<file path="config.mk">
export PLATFORM = sky130hd
export DESIGN_NAME = dma_req_gen
export DESIGN_NICKNAME = d
export VERILOG_FILES = /design/src/rtl/dma_req_pkg.sv /design/src/rtl/drq_fifo.sv /design/src/rtl/drq_burst.sv /design/src/rtl/drq_req.sv /design/src/rtl/drq_irq.sv /design/src/rtl/dma_req_gen.sv
export SDC_FILE = /design/constraint.sdc
export NUM_CORES = 1
export LEC_CHECK = 0
export BUFFER_PORTS_ARGS = -buffer_cell sky130_fd_sc_hd__buf_2
export CORE_UTILIZATION = 30
export CTS_CLUSTER_SIZE = 30
export DETAILED_ROUTE_END_ITERATION = 7
export GPL_TIMING_DRIVEN = 0
export PLACE_DENSITY = 0.59
export SYNTH_ARGS = -nofsm -noshare
export SYNTH_HDL_FRONTEND = slang
export SYNTH_SLANG_ARGS = --single-unit
</file>
<file path="constraint.sdc">
create_clock -name clk_i -period 2.1 [get_ports clk_i]
set_input_delay 0 -clock clk_i [delete_from_list [all_inputs] [get_ports clk_i]]
set_output_delay 0 -clock clk_i [all_outputs]
set_load 0.005 [all_outputs]
</file>
<file path="src/rtl/dma_req_pkg.sv">
package dma_req_pkg;
  localparam int NIRQ    = 4;
  localparam int IRQ_DTX = 0;
  localparam int IRQ_DRX = 1;
  localparam int IRQ_STX = 2;
  localparam int IRQ_SRX = 3;
  typedef logic [NIRQ-1:0] irq_vec_t;
endpackage

</file>
<file path="src/rtl/drq_fifo.sv">
module drq_fifo #(
  parameter int DEPTH = 8,
  parameter int DW    = 8,
  localparam int AW   = $clog2(DEPTH),
  localparam int LVW  = $clog2(DEPTH+1)
) (
  input  logic           clk_i,
  input  logic           rst_ni,
  input  logic           flush_i,
  input  logic           push_i,
  input  logic [DW-1:0]  data_i,
  input  logic           pop_i,
  output logic [DW-1:0]  data_o,
  output logic [LVW-1:0] level_o,
  output logic           ovf_o,
  output logic           udf_o
);
  logic [DW-1:0] mem [DEPTH];
  logic [AW-1:0] wptr, rptr;
  logic full, empty, do_push, do_pop;

  assign full    = (level_o == LVW'(DEPTH));
  assign empty   = (level_o == '0);
  assign do_pop  = pop_i && !empty;
  assign do_push = push_i && !full;
  assign data_o  = mem[rptr];

  function automatic logic [AW-1:0] nxt(input logic [AW-1:0] p);
    return (p == AW'(DEPTH-1)) ? '0 : p + 1'b1;
  endfunction

  always_ff @(posedge clk_i) begin
    if (do_push && !flush_i) mem[wptr] <= data_i;
  end

  always_ff @(posedge clk_i or negedge rst_ni) begin
    if (!rst_ni) begin
      wptr <= '0; rptr <= '0; level_o <= '0; ovf_o <= 1'b0; udf_o <= 1'b0;
    end else if (flush_i) begin
      wptr <= '0; rptr <= '0; level_o <= '0; ovf_o <= 1'b0; udf_o <= 1'b0;
    end else begin
      if (do_push) wptr <= nxt(wptr);
      if (do_pop)  rptr <= nxt(rptr);
      if (do_push && !do_pop)      level_o <= level_o + 1'b1;
      else if (do_pop && !do_push) level_o <= level_o - 1'b1;
      if (push_i && full)  ovf_o <= 1'b1;
      if (pop_i && empty)  udf_o <= 1'b1;
    end
  end
endmodule

</file>
<file path="src/rtl/drq_burst.sv">
module drq_burst #(
  parameter int LW = 8
) (
  input  logic          clk_i,
  input  logic          rst_ni,
  input  logic          load_i,
  input  logic [LW-1:0] len_i,
  input  logic          done_i,
  output logic [LW-1:0] left_o
);
  always_ff @(posedge clk_i or negedge rst_ni) begin
    if (!rst_ni)                     left_o <= '0;
    else if (load_i)                 left_o <= len_i;
    else if (done_i && left_o != '0) left_o <= left_o - 1'b1;
  end
endmodule

</file>
<file path="src/rtl/drq_req.sv">
module drq_req #(
  parameter int DEPTH     = 8,
  parameter int LW        = 8,
  parameter int BURST_THR = 4,
  localparam int LVW      = $clog2(DEPTH+1)
) (
  input  logic           clk_i,
  input  logic           rst_ni,
  input  logic           en_i,
  input  logic [LVW-1:0] tx_level_i,
  input  logic [LVW-1:0] rx_level_i,
  input  logic [LVW-1:0] tx_trig_i,
  input  logic [LVW-1:0] rx_trig_i,
  input  logic [LW-1:0]  left_i,
  output logic           sreq_o,
  output logic           breq_o
);
  logic s_d, b_d;
  always_comb begin
    s_d = en_i && ((rx_level_i != '0) || (tx_level_i != LVW'(DEPTH)));
    b_d = en_i && ((rx_level_i > rx_trig_i) ||
                   ((left_i < LW'(BURST_THR)) && (tx_level_i < tx_trig_i)));
  end

  always_ff @(posedge clk_i or negedge rst_ni) begin
    if (!rst_ni) begin
      sreq_o <= 1'b0; breq_o <= 1'b0;
    end else begin
      sreq_o <= s_d; breq_o <= b_d;
    end
  end
endmodule

</file>
<file path="src/rtl/drq_irq.sv">
module drq_irq
  import dma_req_pkg::*;
(
  input  logic     clk_i,
  input  logic     rst_ni,
  input  logic     tx_done_i,
  input  logic     rx_done_i,
  input  logic     tx_svc_i,
  input  logic     rx_svc_i,
  input  irq_vec_t mask_i,
  input  irq_vec_t clr_i,
  output irq_vec_t raw_o,
  output irq_vec_t int_o
);
  logic tx_svc_q, rx_svc_q;
  irq_vec_t set;

  always_comb begin
    set          = '0;
    set[IRQ_DTX] = tx_done_i;
    set[IRQ_DRX] = rx_done_i;
    set[IRQ_STX] = tx_svc_i && !tx_svc_q;
    set[IRQ_SRX] = rx_svc_i && !rx_svc_q;
  end

  always_ff @(posedge clk_i or negedge rst_ni) begin
    if (!rst_ni) begin
      raw_o <= '0; tx_svc_q <= 1'b0; rx_svc_q <= 1'b0;
    end else begin
      raw_o    <= (raw_o & ~clr_i) | set;  // set wins over clear
      tx_svc_q <= tx_svc_i;
      rx_svc_q <= rx_svc_i;
    end
  end

  assign int_o = raw_o & mask_i;
endmodule

</file>
<file path="src/rtl/dma_req_gen.sv">
module dma_req_gen
  import dma_req_pkg::*;
#(
  parameter int DEPTH     = 8,
  parameter int DW        = 8,
  parameter int LW        = 8,
  parameter int BURST_THR = 4,
  localparam int LVW      = $clog2(DEPTH+1)
) (
  input  logic            clk_i,
  input  logic            rst_ni,
  input  logic            burst_en_i,
  input  logic            dma_chan_en_i,
  input  logic            tx_push_i,
  input  logic [DW-1:0]   tx_data_i,
  input  logic            tx_pop_i,
  output logic [DW-1:0]   tx_data_o,
  output logic [LVW-1:0]  tx_level_o,
  input  logic            tx_flush_i,
  output logic            tx_ovf_o,
  output logic            tx_udf_o,
  input  logic            rx_push_i,
  input  logic [DW-1:0]   rx_data_i,
  input  logic            rx_pop_i,
  output logic [DW-1:0]   rx_data_o,
  output logic [LVW-1:0]  rx_level_o,
  input  logic            rx_flush_i,
  output logic            rx_ovf_o,
  output logic            rx_udf_o,
  input  logic [LVW-1:0]  tx_trig_i,
  input  logic [LVW-1:0]  rx_trig_i,
  input  logic            burst_load_i,
  input  logic [LW-1:0]   burst_len_i,
  input  logic            byte_done_i,
  output logic [LW-1:0]   burst_left_o,
  output logic            sreq_o,
  output logic            breq_o,
  input  logic            dma_tx_done_i,
  input  logic            dma_rx_done_i,
  input  logic [NIRQ-1:0] int_mask_i,
  input  logic [NIRQ-1:0] int_clr_i,
  output logic [NIRQ-1:0] int_raw_o,
  output logic [NIRQ-1:0] int_o
);
  drq_fifo #(.DEPTH(DEPTH), .DW(DW)) u_tx_fifo (
    .clk_i, .rst_ni, .flush_i(tx_flush_i), .push_i(tx_push_i), .data_i(tx_data_i),
    .pop_i(tx_pop_i), .data_o(tx_data_o), .level_o(tx_level_o),
    .ovf_o(tx_ovf_o), .udf_o(tx_udf_o));

  drq_fifo #(.DEPTH(DEPTH), .DW(DW)) u_rx_fifo (
    .clk_i, .rst_ni, .flush_i(rx_flush_i), .push_i(rx_push_i), .data_i(rx_data_i),
    .pop_i(rx_pop_i), .data_o(rx_data_o), .level_o(rx_level_o),
    .ovf_o(rx_ovf_o), .udf_o(rx_udf_o));

  drq_burst #(.LW(LW)) u_burst (
    .clk_i, .rst_ni, .load_i(burst_load_i), .len_i(burst_len_i),
    .done_i(byte_done_i), .left_o(burst_left_o));

  drq_req #(.DEPTH(DEPTH), .LW(LW), .BURST_THR(BURST_THR)) u_req (
    .clk_i, .rst_ni, .en_i(burst_en_i && dma_chan_en_i),
    .tx_level_i(tx_level_o), .rx_level_i(rx_level_o),
    .tx_trig_i, .rx_trig_i, .left_i(burst_left_o),
    .sreq_o, .breq_o);

  drq_irq u_irq (
    .clk_i, .rst_ni, .tx_done_i(dma_tx_done_i), .rx_done_i(dma_rx_done_i),
    .tx_svc_i(tx_level_o < tx_trig_i), .rx_svc_i(rx_level_o > rx_trig_i),
    .mask_i(int_mask_i), .clr_i(int_clr_i), .raw_o(int_raw_o), .int_o(int_o));
endmodule

</file>
==> impl_metrics.yaml <==
flow_run:
  drv_cap: 0
timing:
  finalCriticalPeriod_ps: 2281
  skew_ps: 11.27
  fmax_ghz: 0.4384
  finalWorstSetupSlack_ps: -181.1
  finalSetupViolations: 4
  drv_slew: 0
  rsz0062_at_grt: "yes"
  worst_slew_pin_slew_ps: 950.5
  timing.final.crit_share: 1.086
  finalHoldViolations: 0
  relSlewSlack: 0.3664
  final.setup.tns_ps: -367.1
detailed_routing:
  totalWireLength_um: 16080
  drt-vias-per-instance: 4.723
  drcViolationCount: 0
  ant_nets: 0
  avgRoutedWirePerCell_um: 16.41
  via_count: 4629
  drtIter0Drc: 226
  firstDrtPassIters: 4
synthesis:
  yosys.cell_count.top_type: "edfxtp_1"
  synth_nets: 538
  synth_ff_type: "edfxtp_1"
  synth_fa_ha_area_frac: 0.03943
  synth-edff-count: 128
  synth_top_family_by_area: "multiplexers"
  avgSynthCellArea_um2: 15.94
  yosysSeqAreaShare: 0.6581
  netlist_instances: 462
  synth_commonest_cells: "edfxtp_1 (128), dfrtp_1 (40), mux4_2 (32), nand2_1 (32), a21oi_1 (27)"
  synth.top_cells.by_area: "edfxtp_1 (52%), dfrtp_1 (14%), mux4_2 (9.8%)"
  synth.area.mux_share: 0.1353
  synth_compound_area_frac: 0.06033
  synth_warnings: 0
  synthDistinctLibCells: 50
  synth_top_area_frac: 0.5221
  synth.largest_area_cell: "edfxtp_1"
  syn_area_mm2: 0.007362
  synthArstFlopShare: 0.2381
  yosys.area_share.simple: 0.07512
  synth_xor_area_frac: 0.008328
  synth_seq_cells: 168
grt:
  top_usage_layer: "met2"
  grt_max_degree: 41
  grt_pass1_vias: 4878
  met3_usage: 0.03674
  use_met1: 0.1608
  grt.overflow.total: 0
  grtUsageMet2: 0.2360
  antenna_found_initial: 1
  grt_usage: 0.1354
  grt_first_pass_wirelength_um: 25300
setup_path:
  worst_path_max_delay_cell: "or4b_4"
  worstPathArrival_ps: 2610
  required_ps: 2430
  cp.depth: 8
  crit_family: "simple AND/OR/NAND/NOR gates"
  cp_slowest_stage_delay_ps: 540
  critical_path.cell_chain: "buf_6 > or4b_4 > nand3_4 > ha_4 > a21o_1 > a2111oi_4 > mux2i_1 > o311ai_1"
  end_kind: "flop"
  critPathMaxFanout: 5
  path_buf_inv: 1
  critPathLaunchType: "flop"
  rr_worst_depth: 8
  critPathKind: "flop to flop"
layout:
  layout.nets: 723
  instances_no_fill: 980
  final_area_mm2: 0.009867
  nFillCells: 2139
  synthToLayoutAreaGrowth_pct: 34.02
  drive_above_1_share: 0.4227
floorplanning:
  core_area_mm2: 0.02375
  num_rows: 56
  io_pins: 100
  die_area_mm2: 0.02517
  die_w_um: 158.7
  start_util: 0.3099
  die_h_um: 158.7
cts:
  h-tree-depth: 4
  cts_made_buffers: 17
  clock-sinks: 168
  path_clk_slew_ps: 70
  cts_root_buffer: "clkbuf_16"
  cts_tree: "yes"
  cts_buffer_depth: 2
  worstSkewPairLatency_ps: 430
worst_hold_path:
  hold_depth: 4
  hold_class: "input pin to flop"
outcome:
  outcome: "complete, but fails checks"
  violations: "setup timing"
power:
  finalPower_w: 0.01048
  power.density_mw_per_mm2: 1062
  power_leakage_nw: 3.638
  peakVddDrop_uv: 550.5
place:
  dp_hpwl_um: 10690
  gp_congestion: 0.7707
  dp_slack_ps: -704.9
  dp.cells: 878
  place_area_mm2: 0.008329
  io_buffers: 97
## final timing paths
path                                                  startpoint                                to  slack, ps
worst max-delay path            u_tx_fifo.level_o[0]$_DFFE_PN0P_  u_tx_fifo.level_o[3]$_DFFE_PN0P_       -180
worst min-delay path                                 byte_done_i     u_burst.left_o[2]$_DFFE_PN0P_         20
worst max register to register  u_tx_fifo.level_o[0]$_DFFE_PN0P_  u_tx_fifo.level_o[3]$_DFFE_PN0P_       -180
worst min register to register          u_irq.tx_svc_q$_DFF_PN0_          u_irq.raw_o[2]$_DFF_PN0_        430
max in group asynchronous                                 rst_ni  u_tx_fifo.level_o[3]$_DFFE_PN0P_       1200
min in group asynchronous                                 rst_ni     u_burst.left_o[4]$_DFFE_PN0P_        250
## flip-flops by register name, summed over array words and instances (netlist names), 4 cells and up
register / flops
u_burst.left_o: 8
u_irq.raw_o: 4
u_rx_fifo.level_o: 4
u_rx_fifo.mem: 64
u_tx_fifo.level_o: 4
u_tx_fifo.mem: 64
## worst min-delay path: stages
cell and delay (ps):
buf_2 120, nand2_1 90, a21oi_1 70, o21ai_0 130
## layout by cell type (no fill, tap or decap), types with 3 or more instances in the layout
cell type	Yosys	final
a211oi_1	4	4
a21o_1	4	3
a21oi_1	27	25
and2_1	4	4
buf_12	0	7
buf_2	6	97
buf_4	0	28
buf_6	2	5
clkbuf_1	7	5
clkbuf_16	0	17
clkinv_4	0	3
dfrtp_1	40	32
dfrtp_2	0	8
dlygate4sd3_1	0	39
edfxtp_1	128	128
ha_1	20	17
inv_1	22	20
inv_6	0	6
mux2_2	18	18
mux2i_1	5	5
mux4_2	32	32
nand2_1	32	31
nand2b_1	8	6
nand3_1	3	3
nor2_1	26	13
nor2_4	0	13
nor3_1	9	4
nor3_4	0	4
o21ai_0	3	3
o21ai_1	5	5
o22ai_1	3	3
o311ai_1	4	4
or4_1	3	3
or4b_4	1	3
xnor2_1	7	7
## cells by family after synthesis
logic type      after synthesis
compound gates               62
simple gates                106
fa+ha+maj                    22
mux                          57
xor+xnor                      7
buf+inv                      40
flops                       168
## power breakdown
part | internal, W | total, W | switching, W
logic | 0.00188 | 0.00343 | 0.00156
clock network | 0.00156 | 0.00296 | 0.00140
registers | 0.00383 | 0.00408 | 0.000250
total | 0.00727 | 0.0105 | 0.00321
## per-stage QoR
step / hold WS [ps] / utilization
after floorplan: -295.6 / -
final: 22.06 / 0.4154
after global routing: 19.16 / 0.4154
after global placement: 177.9 / 0.3507
after CTS: 2.595 / 0.4091
after detailed placement: 191.9 / 0.3507
## layout make-up
type,count,area [um2],share of cell area
Clock inverter,15,135.1,0.01370
Buffer,15,142.6,0.01446
Multi-Input combinational cell,254,2645,0.2681
Sequential cell,168,4855,0.4920
Inverter,22,85.08,0.008623
Antenna cell,1,2.502,0.0002536
Tap cell,319,399.1,0.04045
Timing Repair Buffer,169,1177,0.1193
Clock buffer,17,425.4,0.04311
## timing repair
item / 4_1_cts / 5_1_grt
resized for setup: 57 / 25
hold buffers: 39 / 0
setup endpoints to repair: 150 / 129
gates cloned: 0 / 0
pin swaps: 9 / 13
buffers inserted: 24 / 9
hold endpoints to repair: 191 / 0
## metal layers
layer / vias to the layer above / part of all wire
met1: 2356 / 0.43
met5: - / 0
met3: 12 / 0.038
li1: 2170 / -
met2: 91 / 0.52
met4: 0 / 0.013
(Power assumes the default switching activity.)
